$ cat src/rtl/spi_win_pkg.sv
package spi_win_pkg;

  typedef enum logic [2:0] {
    ST_IDLE, ST_CMD, ST_ADDR, ST_DUMMY, ST_DATA, ST_DONE
  } seq_state_t;

  typedef struct packed {
    logic [7:0] opcode;
    logic [1:0] mode;
    logic [1:0] dummy;
    logic [1:0] asz;
    logic [1:0] burst;
  } rd_cfg_t;

  localparam logic [31:0] CFG_FIELD_MASK = 32'h8303_33FF;
  localparam logic [31:0] CFG_RESET      = 32'h0000_0003;

  function automatic rd_cfg_t unpack_cfg(input logic [31:0] r);
    rd_cfg_t c;
    c.opcode = r[7:0];
    c.mode   = r[9:8];
    c.dummy  = r[13:12];
    c.asz    = r[17:16];
    c.burst  = r[25:24];
    return c;
  endfunction

  // log2 of the number of data lines
  function automatic logic [1:0] lines_log2(input logic [1:0] mode);
    return (mode == 2'd0) ? 2'd0 : (mode == 2'd1) ? 2'd1 : 2'd2;
  endfunction

  function automatic logic [2:0] addr_bytes(input logic [1:0] asz);
    return (asz == 2'd0) ? 3'd3 : 3'd4;
  endfunction

  function automatic logic [4:0] burst_bytes(input logic [1:0] b);
    case (b)
      2'd0:    return 5'd4;
      2'd1:    return 5'd8;
      default: return 5'd16;
    endcase
  endfunction

  // serial clocks needed to move nbytes over 2**lg lines
  function automatic logic [7:0] seg_clocks(input logic [4:0] nbytes, input logic [1:0] lg);
    logic [7:0] bits;
    bits = {nbytes, 3'b000};
    return bits >> lg;
  endfunction

  function automatic logic [127:0] shift_in(input logic [127:0] rx, input logic [3:0] io,
                                            input logic [1:0] lg);
    case (lg)
      2'd0:    return {rx[126:0], io[1]};
      2'd1:    return {rx[125:0], io[1:0]};
      default: return {rx[123:0], io[3:0]};
    endcase
  endfunction

  // received byte k sits at rx[8*(nbytes-1-k) +: 8]
  function automatic logic [31:0] pick_word(input logic [127:0] rx, input logic [4:0] nbytes,
                                            input logic [1:0] woff);
    logic [31:0] w;
    int k;
    w = '0;
    for (int i = 0; i < 4; i++) begin
      k = int'(nbytes) - 1 - (int'(woff) * 4 + i);
      if (k >= 0) w[8*i +: 8] = rx[8*k +: 8];
    end
    return w;
  endfunction

endpackage

$ cat src/rtl/spi_win_cfg.sv
module spi_win_cfg
  import spi_win_pkg::*;
(
  input  logic        clk,
  input  logic        rst_n,
  input  logic        we,
  input  logic [31:0] wdata,
  output logic [31:0] rdata
);
  logic [31:0] cfg_q;
  logic        locked;

  assign locked = cfg_q[31];

  always_ff @(posedge clk or negedge rst_n) begin
    if (!rst_n) cfg_q <= CFG_RESET;
    else if (we && !locked) cfg_q <= wdata & CFG_FIELD_MASK;
  end

  assign rdata = cfg_q;
endmodule

$ cat src/rtl/spi_win_decode.sv
module spi_win_decode
  import spi_win_pkg::*;
#(
  parameter int NUM_CS   = 2,
  parameter int WIN_BITS = 27,
  localparam int CSW     = $clog2(NUM_CS),
  localparam int AW      = WIN_BITS + CSW
) (
  input  logic [AW-1:0]  addr,
  input  logic [1:0]     burst,
  output logic [CSW-1:0] cs_sel,
  output logic [31:0]    fetch_addr,
  output logic [1:0]     woff
);
  logic [31:0] flash_addr;
  logic [31:0] mask;
  logic [31:0] in_burst;

  assign cs_sel     = addr[WIN_BITS +: CSW];
  assign flash_addr = 32'(addr[WIN_BITS-1:0]);
  assign mask       = 32'(burst_bytes(burst)) - 32'd1;
  assign fetch_addr = flash_addr & ~mask;
  assign in_burst   = flash_addr & mask;
  assign woff       = in_burst[3:2];
endmodule

$ cat src/rtl/spi_win_seq.sv
module spi_win_seq
  import spi_win_pkg::*;
#(
  parameter int NUM_CS = 2,
  localparam int CSW   = $clog2(NUM_CS)
) (
  input  logic              clk,
  input  logic              rst_n,
  input  logic              start,
  input  rd_cfg_t           cfg,
  input  logic [31:0]       fetch_addr,
  input  logic [1:0]        woff,
  input  logic [CSW-1:0]    cs_sel,
  output logic              idle,
  output logic              done,
  output logic [31:0]       rdata,
  output logic              sclk,
  output logic [NUM_CS-1:0] cs_n,
  output logic [3:0]        io_out,
  output logic [3:0]        io_oe,
  input  logic [3:0]        io_in,
  output logic              seg_cmd,
  output logic              seg_dummy,
  output logic              seg_data
);
  seq_state_t     st;
  logic           ph;
  logic [7:0]     cnt;
  logic [31:0]    tx_sr;
  logic [127:0]   rx_sr;
  rd_cfg_t        cfg_q;
  logic [31:0]    addr_q;
  logic [1:0]     woff_q;
  logic [CSW-1:0] cs_q;

  logic [1:0] lg_q;
  logic [2:0] nab_q;
  logic [4:0] nbytes_q;
  logic [2:0] shamt;
  logic       active;

  assign lg_q     = lines_log2(cfg_q.mode);
  assign nab_q    = addr_bytes(cfg_q.asz);
  assign nbytes_q = burst_bytes(cfg_q.burst);
  assign shamt    = 3'd1 << lg_q;

  assign active    = (st == ST_CMD) || (st == ST_ADDR) || (st == ST_DUMMY) || (st == ST_DATA);
  assign idle      = (st == ST_IDLE);
  assign done      = (st == ST_DONE);
  assign seg_cmd   = (st == ST_CMD);
  assign seg_dummy = (st == ST_DUMMY);
  assign seg_data  = (st == ST_DATA);
  assign sclk      = active && ph;
  assign rdata     = pick_word(rx_sr, nbytes_q, woff_q);

  for (genvar g = 0; g < NUM_CS; g++) begin : g_cs
    assign cs_n[g] = !(active && (cs_q == CSW'(g)));
  end

  always_comb begin
    io_out = 4'b0000;
    io_oe  = 4'b0000;
    if (st == ST_CMD) begin
      io_out = {3'b000, tx_sr[31]};
      io_oe  = 4'b0001;
    end else if (st == ST_ADDR) begin
      case (lg_q)
        2'd0: begin io_out = {3'b000, tx_sr[31]};    io_oe = 4'b0001; end
        2'd1: begin io_out = {2'b00, tx_sr[31:30]};  io_oe = 4'b0011; end
        default: begin io_out = tx_sr[31:28];        io_oe = 4'b1111; end
      endcase
    end
  end

  always_ff @(posedge clk or negedge rst_n) begin
    if (!rst_n) begin
      st     <= ST_IDLE;
      ph     <= 1'b0;
      cnt    <= '0;
      tx_sr  <= '0;
      rx_sr  <= '0;
      cfg_q  <= '0;
      addr_q <= '0;
      woff_q <= '0;
      cs_q   <= '0;
    end else begin
      case (st)
        ST_IDLE: begin
          if (start) begin
            cfg_q  <= cfg;
            addr_q <= fetch_addr;
            woff_q <= woff;
            cs_q   <= cs_sel;
            tx_sr  <= {cfg.opcode, 24'h000000};
            cnt    <= 8'd8;
            ph     <= 1'b0;
            st     <= ST_CMD;
          end
        end
        ST_DONE: st <= ST_IDLE;
        default: begin
          ph <= ~ph;
          if (ph) begin
            if (st == ST_DATA) rx_sr <= shift_in(rx_sr, io_in, lg_q);
            if (cnt == 8'd1) begin
              case (st)
                ST_CMD: begin
                  st    <= ST_ADDR;
                  cnt   <= seg_clocks({2'b00, nab_q}, lg_q);
                  tx_sr <= (nab_q == 3'd4) ? addr_q : {addr_q[23:0], 8'h00};
                end
                ST_ADDR: begin
                  if (cfg_q.dummy != 2'd0) begin
                    st  <= ST_DUMMY;
                    cnt <= seg_clocks({3'b000, cfg_q.dummy}, lg_q);
                  end else begin
                    st  <= ST_DATA;
                    cnt <= seg_clocks(nbytes_q, lg_q);
                  end
                end
                ST_DUMMY: begin
                  st  <= ST_DATA;
                  cnt <= seg_clocks(nbytes_q, lg_q);
                end
                default: st <= ST_DONE;
              endcase
            end else begin
              cnt   <= cnt - 8'd1;
              tx_sr <= (st == ST_CMD) ? (tx_sr << 1) : (tx_sr << shamt);
            end
          end
        end
      endcase
    end
  end
endmodule

$ cat src/rtl/spi_flash_window.sv
module spi_flash_window
  import spi_win_pkg::*;
#(
  parameter int NUM_CS   = 2,
  parameter int WIN_BITS = 27,
  localparam int CSW     = $clog2(NUM_CS),
  localparam int AW      = WIN_BITS + CSW
) (
  input  logic              clk,
  input  logic              rst_n,
  input  logic              cfg_we,
  input  logic [31:0]       cfg_wdata,
  output logic [31:0]       cfg_rdata,
  input  logic              req_valid,
  output logic              req_ready,
  input  logic [AW-1:0]     req_addr,
  output logic              rsp_valid,
  output logic [31:0]       rsp_data,
  output logic              spi_sclk,
  output logic [NUM_CS-1:0] spi_cs_n,
  output logic [3:0]        spi_io_out,
  output logic [3:0]        spi_io_oe,
  input  logic [3:0]        spi_io_in
);
  rd_cfg_t        live_cfg;
  logic [CSW-1:0] cs_sel;
  logic [31:0]    fetch_addr;
  logic [1:0]     woff;
  logic           seq_idle;
  logic           accept;
  logic           seg_cmd;
  logic           seg_dummy;
  logic           seg_data;

  spi_win_cfg u_cfg (
    .clk   (clk),
    .rst_n (rst_n),
    .we    (cfg_we),
    .wdata (cfg_wdata),
    .rdata (cfg_rdata)
  );

  assign live_cfg = unpack_cfg(cfg_rdata);

  spi_win_decode #(.NUM_CS(NUM_CS), .WIN_BITS(WIN_BITS)) u_dec (
    .addr       (req_addr),
    .burst      (live_cfg.burst),
    .cs_sel     (cs_sel),
    .fetch_addr (fetch_addr),
    .woff       (woff)
  );

  assign req_ready = seq_idle;
  assign accept    = req_valid && seq_idle;

  spi_win_seq #(.NUM_CS(NUM_CS)) u_seq (
    .clk        (clk),
    .rst_n      (rst_n),
    .start      (accept),
    .cfg        (live_cfg),
    .fetch_addr (fetch_addr),
    .woff       (woff),
    .cs_sel     (cs_sel),
    .idle       (seq_idle),
    .done       (rsp_valid),
    .rdata      (rsp_data),
    .sclk       (spi_sclk),
    .cs_n       (spi_cs_n),
    .io_out     (spi_io_out),
    .io_oe      (spi_io_oe),
    .io_in      (spi_io_in),
    .seg_cmd    (seg_cmd),
    .seg_dummy  (seg_dummy),
    .seg_data   (seg_data)
  );
endmodule

$ cat config.mk
export PLATFORM = sky130hd
export DESIGN_NAME = spi_flash_window
export DESIGN_NICKNAME = d
export VERILOG_FILES = /design/src/rtl/spi_win_pkg.sv /design/src/rtl/spi_win_cfg.sv /design/src/rtl/spi_win_decode.sv /design/src/rtl/spi_win_seq.sv /design/src/rtl/spi_flash_window.sv
export SDC_FILE = /design/constraint.sdc
export NUM_CORES = 1
export LEC_CHECK = 0
export ABC_AREA = 1
export BUFFER_PORTS_ARGS = -buffer_cell sky130_fd_sc_hd__buf_2
export CORE_MARGIN = 2
export CORE_UTILIZATION = 54
export CTS_CLUSTER_SIZE = 24
export DETAILED_ROUTE_END_ITERATION = 7
export PLACE_DENSITY = 0.79
export REMOVE_ABC_BUFFERS = 1
export SYNTH_ARGS = -nofsm -noshare
export SYNTH_HDL_FRONTEND = slang
export SYNTH_SLANG_ARGS = --single-unit
$ cat constraint.sdc
create_clock -name clk -period 2.06 [get_ports clk]
set_clock_uncertainty 0.05 [all_clocks]
set_input_delay 0.103 -clock clk [delete_from_list [all_inputs] [get_ports clk]]
set_output_delay 0.103 -clock clk [all_outputs]
set_load 0.01 [all_outputs]
==> results.json, run 1 <==
{
  "wl_per_cell_um": 17.8,
  "worstSkewPairLatency_ps": 520,
  "syn_avg_cell_area_um2": 7.06,
  "viasPerCell": 5.97,
  "async_flop_share": 1.00,
  "rows": 57,
  "ys_ff_latch": 225,
  "clockPowerShare": 0.204,
  "crit_type": "register to output port",
  "reg2reg_depth": 9,
  "synth_area_um2": 13600,
  "p_leak_nw": 7.60,
  "track_usage": 0.315,
  "worstPathRequired_ps": 1910,
  "coreArea_um2": 24500,
  "synth_top_cell_by_area": "dfrtp_1",
  "die_x_um": 162,
  "nets": 2140,
  "critPathCaptureType": "output port",
  "cts_buffers": 25,
  "clock_sinks": 225,
  "dpl.cell_count": 2292,
  "grt_pass1_vias": 13500,
  "grt_pass1_wl_um": 68100,
  "slew_viol_final": 0,
  "min_path_cells": 4,
  "num_io_pins": 145,
  "worst_slew_pin_slew_ps": 677,
  "power.density_nw_per_um2": 1310,
  "die_area_um2": 26400,
  "drtIter0Drc": 1700,
  "die_h_um": 162,
  "ir_drop_mv": 1.15,
  "fmax_mhz": 361,
  "ant_nets": 0,
  "status": "complete, but fails checks",
  "comb_power_share": 0.528,
  "finalHoldViolCount": 0,
  "numPortBuffers": 112,
  "diodes": 0,
  "drive_gt1_frac": 0.166,
  "worstSetupStartpointType": "register",
  "total_power_mw": 21.7,
  "hold_path.class": "input port to register",
  "rsz0062_at_grt": "true",
  "ys.flop_type": "dfrtp_1",
  "cts_tree": "built",
  "dpl_cell_area_um2": 14700,
  "dp_hpwl_um": 27000,
  "syn_inst": 1920,
  "wl_um": 42600,
  "pwr-share-seq": 0.268,
  "cp.arrival_ps": 2620,
  "relSlewSlack": 0.547,
  "hp-start": "req_valid",
  "multi_input_area_um2": 6750,
  "clkSlewWorstSetupHoldPaths_ps": 60,
  "start_util": 0.554,
  "maxCapViolCount": 0,
  "cts.path.max_buffers": 3,
  "ys_seq_area_frac": 0.416,
  "p_sw_frac": 0.433,
  "root_buffer": "clkbuf_16",
  "fin_area_um2": 16600,
  "synth_cell_types": 37,
  "area_delta_synth_final_pct": 22.2,
  "grt_max_degree": 78,
  "fin_crit_ps": 2770,
  "synthDominantCellAreaShare": 0.412,
  "r2r_start": "u_seq.st[2]",
  "overflow": 0,
  "pre_cts_slack_ps": -318,
  "violations": "setup timing",
  "setup_ws_ps": -714,
  "synth_area_leaders": "dfrtp_1, o21ai_0, nand2_1, nor2_1, o22ai_1",
  "synth_edf_count": 0,
  "drc": 0,
  "drtPass1Iterations": 6,
  "yosysWarnings": 0,
  "num_vias": 14300,
  "switchingPower_mw": 9.42,
  "setup_viol": 32,
  "final_cells": 2400,
  "fin_util": 0.677,
  "num-fill-cells": 1981,
  "cp-startpoint": "u_seq.cfg_q[1]",
  "cts.htree.levels": 1,
  "place.gp.congestion": 0.928,
  "register_area_um2": 5640,
  "antenna_found_initial": 0,
  "path_max_fanout": 23,
  "period_share": 1.35,
  "p_int_mw": 12.3
}
## area by class of cell
| cell class | instances | share of cell area |
|---|---|---|
| sequential | 225 | 0.340 |
| tap | 324 | 0.0245 |
| clock buffer | 37 | 0.0435 |
| clock inverter | 4 | 0.00476 |
| timing repair buffer | 250 | 0.130 |
| multi-input combinational | 1344 | 0.408 |
| inverter | 216 | 0.0496 |
## path summary, 6_finish.rpt
path                                    endpoint  slack, ps
min in group asynchronous        u_seq.rx_sr[77]         90
worst max register to register  u_seq.addr_q[24]        130
max in group asynchronous            u_seq.st[2]       1190
worst max-delay path                rsp_data[15]       -710
worst min register to register  u_seq.rx_sr[127]        440
worst min-delay path              u_seq.cfg_q[6]         40
## power by group through the flow
stage | clock [mW] | sequential [mW] | combinational (mW)
finish | 4.45 | 5.82 | 11.5
CTS | 4.49 | 5.75 | 10.4
global placement | 0 | 5.78 | 9.11
detailed placement | 0 | 5.80 | 9.35
floorplan | 0 | 5.62 | 5.53
global route | 4.68 | 5.89 | 12.5
## state kept, by name (all words and copies together), names as in the netlist, 2 cells and up
register	cells
u_seq.rx_sr	128
u_seq.woff_q	2
u_seq.cfg_q	8
u_seq.addr_q	25
u_cfg.rdata	17
u_seq.st	3
u_seq.cnt	8
u_seq.tx_sr	32
## cell usage in the layout, fill, tap and decap left out, types with 17 or more instances in the layout
cell type / instances
a21oi_1: 79
dlygate4sd3_1: 49
o21ai_0: 362
buf_12: 27
clkbuf_16: 27
nor2_1: 212
o21ai_1: 49
conb_1: 17
buf_2: 109
inv_1: 204
nand3_1: 50
a21oi_2: 37
dfrtp_1: 219
o22ai_1: 127
nand2_1: 327
buf_4: 57
## worst max-delay path, cell delays in order (launching register included)
cell and delay [ps]:
dfrtp_1 430, nor2_4 150, inv_2 70, nor2_4 80, fa_2 480, buf_6 150
buf_12 150, a21oi_1 140, o21ai_1 110, a21oi_2 190, buf_2 160
## timing repair
| action | CTS | global route |
|---|---|---|
| setup endpoints to repair | 35 | 66 |
| endpoints found under the hold margin | 272 | 0 |
| setup buffers | 9 | 8 |
| hold buffers | 49 | 0 |
| pin swaps | 16 | 23 |
| cloned | 2 | 2 |
| resized for setup | 57 | 69 |
## metrics by stage
stage / hold slack [ps] / TNS [ps]
2_1_floorplan: -243 / -809860
3_3_place_gp: 43.3 / -3160
3_5_place_dp: 45.1 / -5670
4_1_cts: 44.7 / -19780
5_1_grt: 77.3 / -23430
6_report: 42.5 / -20630
## cell families (layout without fill, tap and decap cells)
kind of cell / after synthesis / after routing / synth area share
DFF: 225 / 225 / 0.416
muxes: 13 / 13 / 0.0108
buffers and inverters: 366 / 507 / 0.114
AOI/OAI and AO/OA: 680 / 680 / 0.266
adders and majority gates: 10 / 10 / 0.00978
and+or+nand+nor: 622 / 622 / 0.182
other: 2 / 17 / 0.000554
xor gates and xnor gates: 2 / 2 / 0.00129
## Yosys cell counts (13+ instances only)
library cell  instances
nor2_1              218
nand2_1             331
clkbuf_1             52
buf_2                66
mux2_2               13
buf_4                20
o21ai_1              21
o21ai_0             399
inv_1               209
nand3_1              51
dfrtp_1             223
a21oi_1             120
o22ai_1             127
## metal layers
layer,track usage,vias to the layer above,part of all wire
met3,0.0547,156,0.082
met1,0.399,6712,0.39
met5,0,-,0
met4,0.147,0,0.046
met2,0.528,826,0.48
li1,-,6640,-
No activity file was read; power rests on OpenSTA's default activity.
==> inputs of run 2 (changes only) <==
--- a/config.mk
+++ b/config.mk
@@ -8,10 +8,10 @@
 export ABC_AREA = 1
 export BUFFER_PORTS_ARGS = -buffer_cell sky130_fd_sc_hd__buf_2
 export CORE_MARGIN = 2
-export CORE_UTILIZATION = 54
+export CORE_UTILIZATION = 60
 export CTS_CLUSTER_SIZE = 24
 export DETAILED_ROUTE_END_ITERATION = 7
-export PLACE_DENSITY = 0.79
+export PLACE_DENSITY = 0.83
 export REMOVE_ABC_BUFFERS = 1
 export SYNTH_ARGS = -nofsm -noshare
 export SYNTH_HDL_FRONTEND = slang
==> constraint.sdc (replaced) <==
create_clock -name clk -period 3.05 [get_ports clk]
set_clock_uncertainty 0.05 [all_clocks]
set_input_delay 0.1525 -clock clk [delete_from_list [all_inputs] [get_ports clk]]
set_output_delay 0.1525 -clock clk [all_outputs]
set_load 0.01 [all_outputs]
==> run 2 against run 1 <==
The flow now finishes without violations. Critical endpoint is now rsp_data[0]. Sequential power decreased by 33%. Largest power group unchanged. Sequential cell count unchanged. Highest routed layer unchanged. Routed wire length decreased by 9.1%. Worst hold slack improved by 78 ps. Non-clock buffer count shrank 59.
==> results.json, run 2 (same netlist as run 1, synthesis figures left out) <==
{
  "overflow": 0,
  "path_max_fanout": 15,
  "rsz0062_at_grt": "false",
  "cts_buffers": 25,
  "num_io_pins": 145,
  "finalHoldViolCount": 0,
  "largest-register": "u_seq.rx_sr",
  "drive_gt1_frac": 0.111,
  "maxCapViolCount": 0,
  "drtIter0Drc": 1662,
  "fin_util": 0.703,
  "whs_ps": 120,
  "layout_commonest_cell": "o21ai_0",
  "cts.htree.levels": 1,
  "num-fill-cells": 1792,
  "comb_power_share": 0.459,
  "dpl_cell_area_um2": 14100,
  "register_area_um2": 5630,
  "grt_pass1_wl_um": 63500,
  "setup_ws_ps": 118,
  "worst_slew_pin_slew_ps": 759,
  "coreArea_um2": 22000,
  "period_share": 0.961,
  "numPortBuffers": 112,
  "clkSlewWorstSetupHoldPaths_ps": 60,
  "largest_reg_flops": 128,
  "multi_input_area_um2": 6480,
  "worstSetupStartpointType": "register",
  "fin_area_um2": 15500,
  "root_buffer": "clkbuf_16",
  "pwr-share-seq": 0.305,
  "most-common-layout-cells": "o21ai_0, nand2_1, dfrtp_1, nor2_1, inv_1",
  "relSlewSlack": 0.492,
  "drc": 0,
  "slew_viol_final": 0,
  "switchingPower_mw": 5.56,
  "status": "finished, final reports clean",
  "dp_hpwl_um": 23300,
  "power.density_nw_per_um2": 821,
  "wl_per_cell_um": 16.9,
  "viasPerCell": 5.94,
  "cts.path.max_buffers": 3,
  "place.gp.congestion": 0.895,
  "cts_tree": "built",
  "p_int_mw": 7.14,
  "p_sw_frac": 0.438,
  "wl_um": 38700,
  "nets": 2081,
  "worstSkewPairLatency_ps": 530,
  "start_util": 0.615,
  "ir_drop_mv": 0.560,
  "reg_top3": "u_seq.rx_sr: 128 flops, u_seq.tx_sr: 32 flops, u_seq.addr_q: 25 flops",
  "grt_max_degree": 148,
  "p_leak_nw": 7.19,
  "rows": 54,
  "pre_cts_slack_ps": 487,
  "die_area_um2": 23800,
  "die_h_um": 154,
  "diodes": 0,
  "worstPathRequired_ps": 2850,
  "track_usage": 0.320,
  "hold_path.class": "input port to register",
  "cp.arrival_ps": 2730,
  "die_x_um": 154,
  "crit_type": "register to output port",
  "grt_pass1_vias": 12700,
  "fin_crit_ps": 2930,
  "antenna_found_initial": 0,
  "area_delta_synth_final_pct": 14.1,
  "critPathCaptureType": "output port",
  "num_vias": 13700,
  "setup_viol": 0,
  "clockPowerShare": 0.236,
  "fmax_mhz": 341,
  "clock_sinks": 225,
  "ant_nets": 0,
  "drtPass1Iterations": 6,
  "fin_setup_tns_ps": 0
}
[run 2: cell count changes in the layout (fill, tap and decap cells not counted), sizes merged]
cell / previous run / this run
bufbuf: 1 / 0
clkbuf: 39 / 36
inv: 216 / 215
clkinvlp: 1 / 0
clkinv: 1 / 6
buf: 198 / 142
[run 2: stage by stage]
| stage | std cells | total power [mW] |
|---|---|---|
| 5_1_grt | 2299 | 13.6 |
| 3_3_place_gp | 2205 | 9.28 |
| 4_1_cts | 2297 | 12.5 |
| 2_1_floorplan | 1785 | 7.53 |
| 6_report | 2299 | 12.7 |
| 3_5_place_dp | 2205 | 9.43 |
[run 2: worst paths after layout]
kind | startpoint | to | slack, ps | depth (start not counted)
min in group asynchronous | rst_n | u_seq.rx_sr[47] | 210 | 2
worst max-delay path | u_seq.cfg_q[1] | rsp_data[0] | 120 | 9
max in group asynchronous | rst_n | u_seq.rx_sr[54] | 1910 | 3
worst min register to register | u_seq.tx_sr[29] | u_seq.tx_sr[29] | 440 | 2
worst min-delay path | req_valid | u_seq.ph | 120 | 6
worst max register to register | u_seq.st[2] | u_seq.addr_q[4] | 750 | 8
[run 2: repair_timing]
| item | CTS | global route |
|---|---|---|
| hold endpoints to repair | 138 | 0 |
| pin swaps | 0 | 5 |
| buffers inserted | 0 | 2 |
| gates cloned | 0 | 0 |
| hold buffers | 49 | 0 |
| setup endpoints to repair | 6 | 29 |
| resized for setup | 6 | 7 |
[run 2: final cells by class]
class,instances,area share
clock inverters,7,0.00550
clock buffers,36,0.0463
multi-input cells,1344,0.419
repair buffers,191,0.0901
inverters,216,0.0528
flip-flops and latches,225,0.364
well taps,280,0.0226
[run 2: layer usage]
layer  part of all wire  global-route usage  wire length [µm]
met1               0.41               0.422             15800
met2               0.49               0.550             18900
met3              0.071              0.0440              2750
met4              0.033               0.102              1280
met5                  0                   0                 0
[run 2: power groups by stage]
stage	sequential, mW	clock (mW)	combinational, mW
final	3.88	3.00	5.83
after global routing	3.92	3.15	6.51
after CTS	3.85	3.02	5.66
after detailed placement	3.90	0	5.53
after global placement	3.88	0	5.40
after floorplan	3.80	0	3.74
[run 2: worst max-delay path, cell delays in order (launching register included)]
cell	delay, ps
dfrtp_2	460
nor2_2	150
inv_2	70
nor2_1	110
fa_1	460
buf_4	220
a21oi_1	110
o21ai_0	100
a21oi_1	300
buf_2	200
==> inputs of run 3 (changes only) <==
--- a/config.mk
+++ b/config.mk
@@ -7,7 +7,7 @@
 export LEC_CHECK = 0
 export ABC_AREA = 1
 export BUFFER_PORTS_ARGS = -buffer_cell sky130_fd_sc_hd__buf_2
-export CORE_MARGIN = 2
+export CORE_MARGIN = 10
 export CORE_UTILIZATION = 60
 export CTS_CLUSTER_SIZE = 24
 export DETAILED_ROUTE_END_ITERATION = 7
==> run 3 against run 2 <==
Non-clock buffer count increased by 6. Count of clock-buffer cells in the layout increased by 2. Critical endpoint is now rsp_data[12]. Routed wire length increased by 2.3%. Global-route usage decreased by 5.3 points. Die area increased by 22%. Critical path type unchanged.
==> results.json, run 3 (same netlist as run 1, synthesis figures left out) <==
{
  "status": "finished, final reports clean",
  "drtIter0Drc": 1676,
  "fmax_mhz": 339,
  "ant_nets": 0,
  "drc": 0,
  "clock_sinks": 225,
  "viasPerCell": 6.03,
  "fin_util": 0.703,
  "die_area_um2": 29000,
  "root_buffer": "clkbuf_16",
  "area_delta_synth_final_pct": 14.3,
  "hp-start": "req_valid",
  "rows": 54,
  "maxCapViolCount": 0,
  "num_io_pins": 145,
  "final_cells": 2305,
  "clockPowerShare": 0.225,
  "p_int_mw": 7.06,
  "grt_util_met3": 0.0548,
  "antenna_found_initial": 1,
  "cts.path.max_buffers": 3,
  "worstPathRequired_ps": 2850,
  "pwr-share-seq": 0.307,
  "hold_path.class": "input port to register",
  "finalHoldViolCount": 0,
  "critPathCaptureType": "output port",
  "ir_drop_mv": 0.649,
  "comb_power_share": 0.468,
  "start_util": 0.615,
  "period_share": 0.967,
  "nets": 2087,
  "layout_commonest_cell": "o21ai_0",
  "die_h_um": 170,
  "grt.busiest_layer": "met2",
  "grt_use_met2": 0.445,
  "die_x_um": 170,
  "coreArea_um2": 22000,
  "grt_use_met1": 0.329,
  "worstSetupStartpointType": "register",
  "num_vias": 13900,
  "switchingPower_mw": 5.58,
  "grt_pass1_vias": 13200,
  "wl_um": 39600,
  "place.gp.congestion": 0.907,
  "setup_viol": 0,
  "cts_tree": "built",
  "crit_type": "register to output port",
  "cts_buffers": 25,
  "cts.htree.levels": 1,
  "reg_top3": "u_seq.rx_sr: 128 flops, u_seq.tx_sr: 32 flops, u_seq.addr_q: 25 flops",
  "worstSkewPairLatency_ps": 530,
  "drtPass1Iterations": 6,
  "largest-register": "u_seq.rx_sr",
  "cp-startpoint": "u_seq.cfg_q[1]",
  "power.density_nw_per_um2": 816,
  "numPortBuffers": 112,
  "r2r_start": "u_seq.cfg_q[7]",
  "fin_crit_ps": 2950,
  "relSlewSlack": 0.469,
  "wl_per_cell_um": 17.2,
  "slew_viol_final": 0,
  "overflow": 0,
  "path_max_fanout": 16,
  "grt_max_degree": 195,
  "most-common-layout-cells": "o21ai_0, nand2_1, dfrtp_1, nor2_1, inv_1",
  "fin_setup_tns_ps": 0,
  "p_leak_nw": 7.19,
  "dpl.cell_count": 2212,
  "rsz0062_at_grt": "false",
  "track_usage": 0.267,
  "clkSlewWorstSetupHoldPaths_ps": 60,
  "worst_slew_pin_slew_ps": 796,
  "grt_pass1_wl_um": 65100,
  "cp.arrival_ps": 2750,
  "dp_hpwl_um": 24700,
  "p_sw_frac": 0.441,
  "largest_reg_flops": 128,
  "drive_gt1_frac": 0.113
}
## run 3: cell count changes in the layout (fill, tap and decap cells not counted), sizes merged
cell / before / now
buf: 142 / 148
inv: 215 / 216
clkbuf: 36 / 38
clkinv: 6 / 4
bufinv: 2 / 0
diode: 0 / 1
## run 3: path summary, 6_finish.rpt
kind / to / slack (ps) / depth (start not counted)
setup / recovery: rsp_data[12] / 100 / 9
hold / removal: u_seq.cfg_q[5] / 90 / 5
setup reg to reg: u_seq.rx_sr[0] / 580 / 6
hold reg to reg: u_seq.rx_sr[127] / 440 / 1
max in group asynchronous: u_seq.cfg_q[1] / 1910 / 3
min in group asynchronous: u_seq.rx_sr[44] / 180 / 2
## run 3: area by class of cell
class / count / area [µm²]
fill: 1798 / 6530
multi-input combinational: 1344 / 6480
sequential: 225 / 5630
timing repair buffer: 197 / 1460
inverter: 216 / 815
clock buffer: 38 / 734
tap: 280 / 350
clock inverter: 4 / 23.8
antenna: 1 / 2.50
## run 3: routing by layer
layer / vias up / part of all wire
met4: 0 / 0.035
met2: 709 / 0.48
met3: 117 / 0.081
li1: 6527 / -
met5: - / 0
met1: 6548 / 0.40
## run 3: power groups by stage
| stage | Clock (mW) | Sequential, mW | Combinational (mW) |
|---|---|---|---|
| finish | 2.85 | 3.88 | 5.92 |
| global placement | 0 | 3.89 | 5.47 |
| floorplan | 0 | 3.80 | 3.74 |
| global route | 3.01 | 3.93 | 6.55 |
| CTS | 2.88 | 3.86 | 5.71 |
| detailed placement | 0 | 3.91 | 5.60 |
## run 3: repair_timing
item,4_1_cts,5_1_grt
endpoints found under the hold margin,143,0
resized for setup,1,10
setup buffers,0,1
hold buffers,49,0
pin swaps,0,2
endpoints found under the setup margin,6,31
## run 3: worst max-delay path, stage by stage (launching register included)
cell and delay, ps:
dfrtp_2 440, nor2_2 140, inv_1 100, nor2_1 130, fa_1 480, buf_6 190
a21oi_1 120, o21ai_0 120, a21oi_1 280, buf_2 200
## run 3: per-stage QoR
step                      area [µm²]  hold WS, ps  total power [mW]  setup slack, ps
after floorplan                12900         -193              7.53            -4400
after global placement         14200          202              9.36              569
after detailed placement       14200          200              9.51              545
after CTS                      15400         69.6              12.4            -16.4
after global routing           15500          130              13.5             17.8
final                          15500         91.5              12.6              102
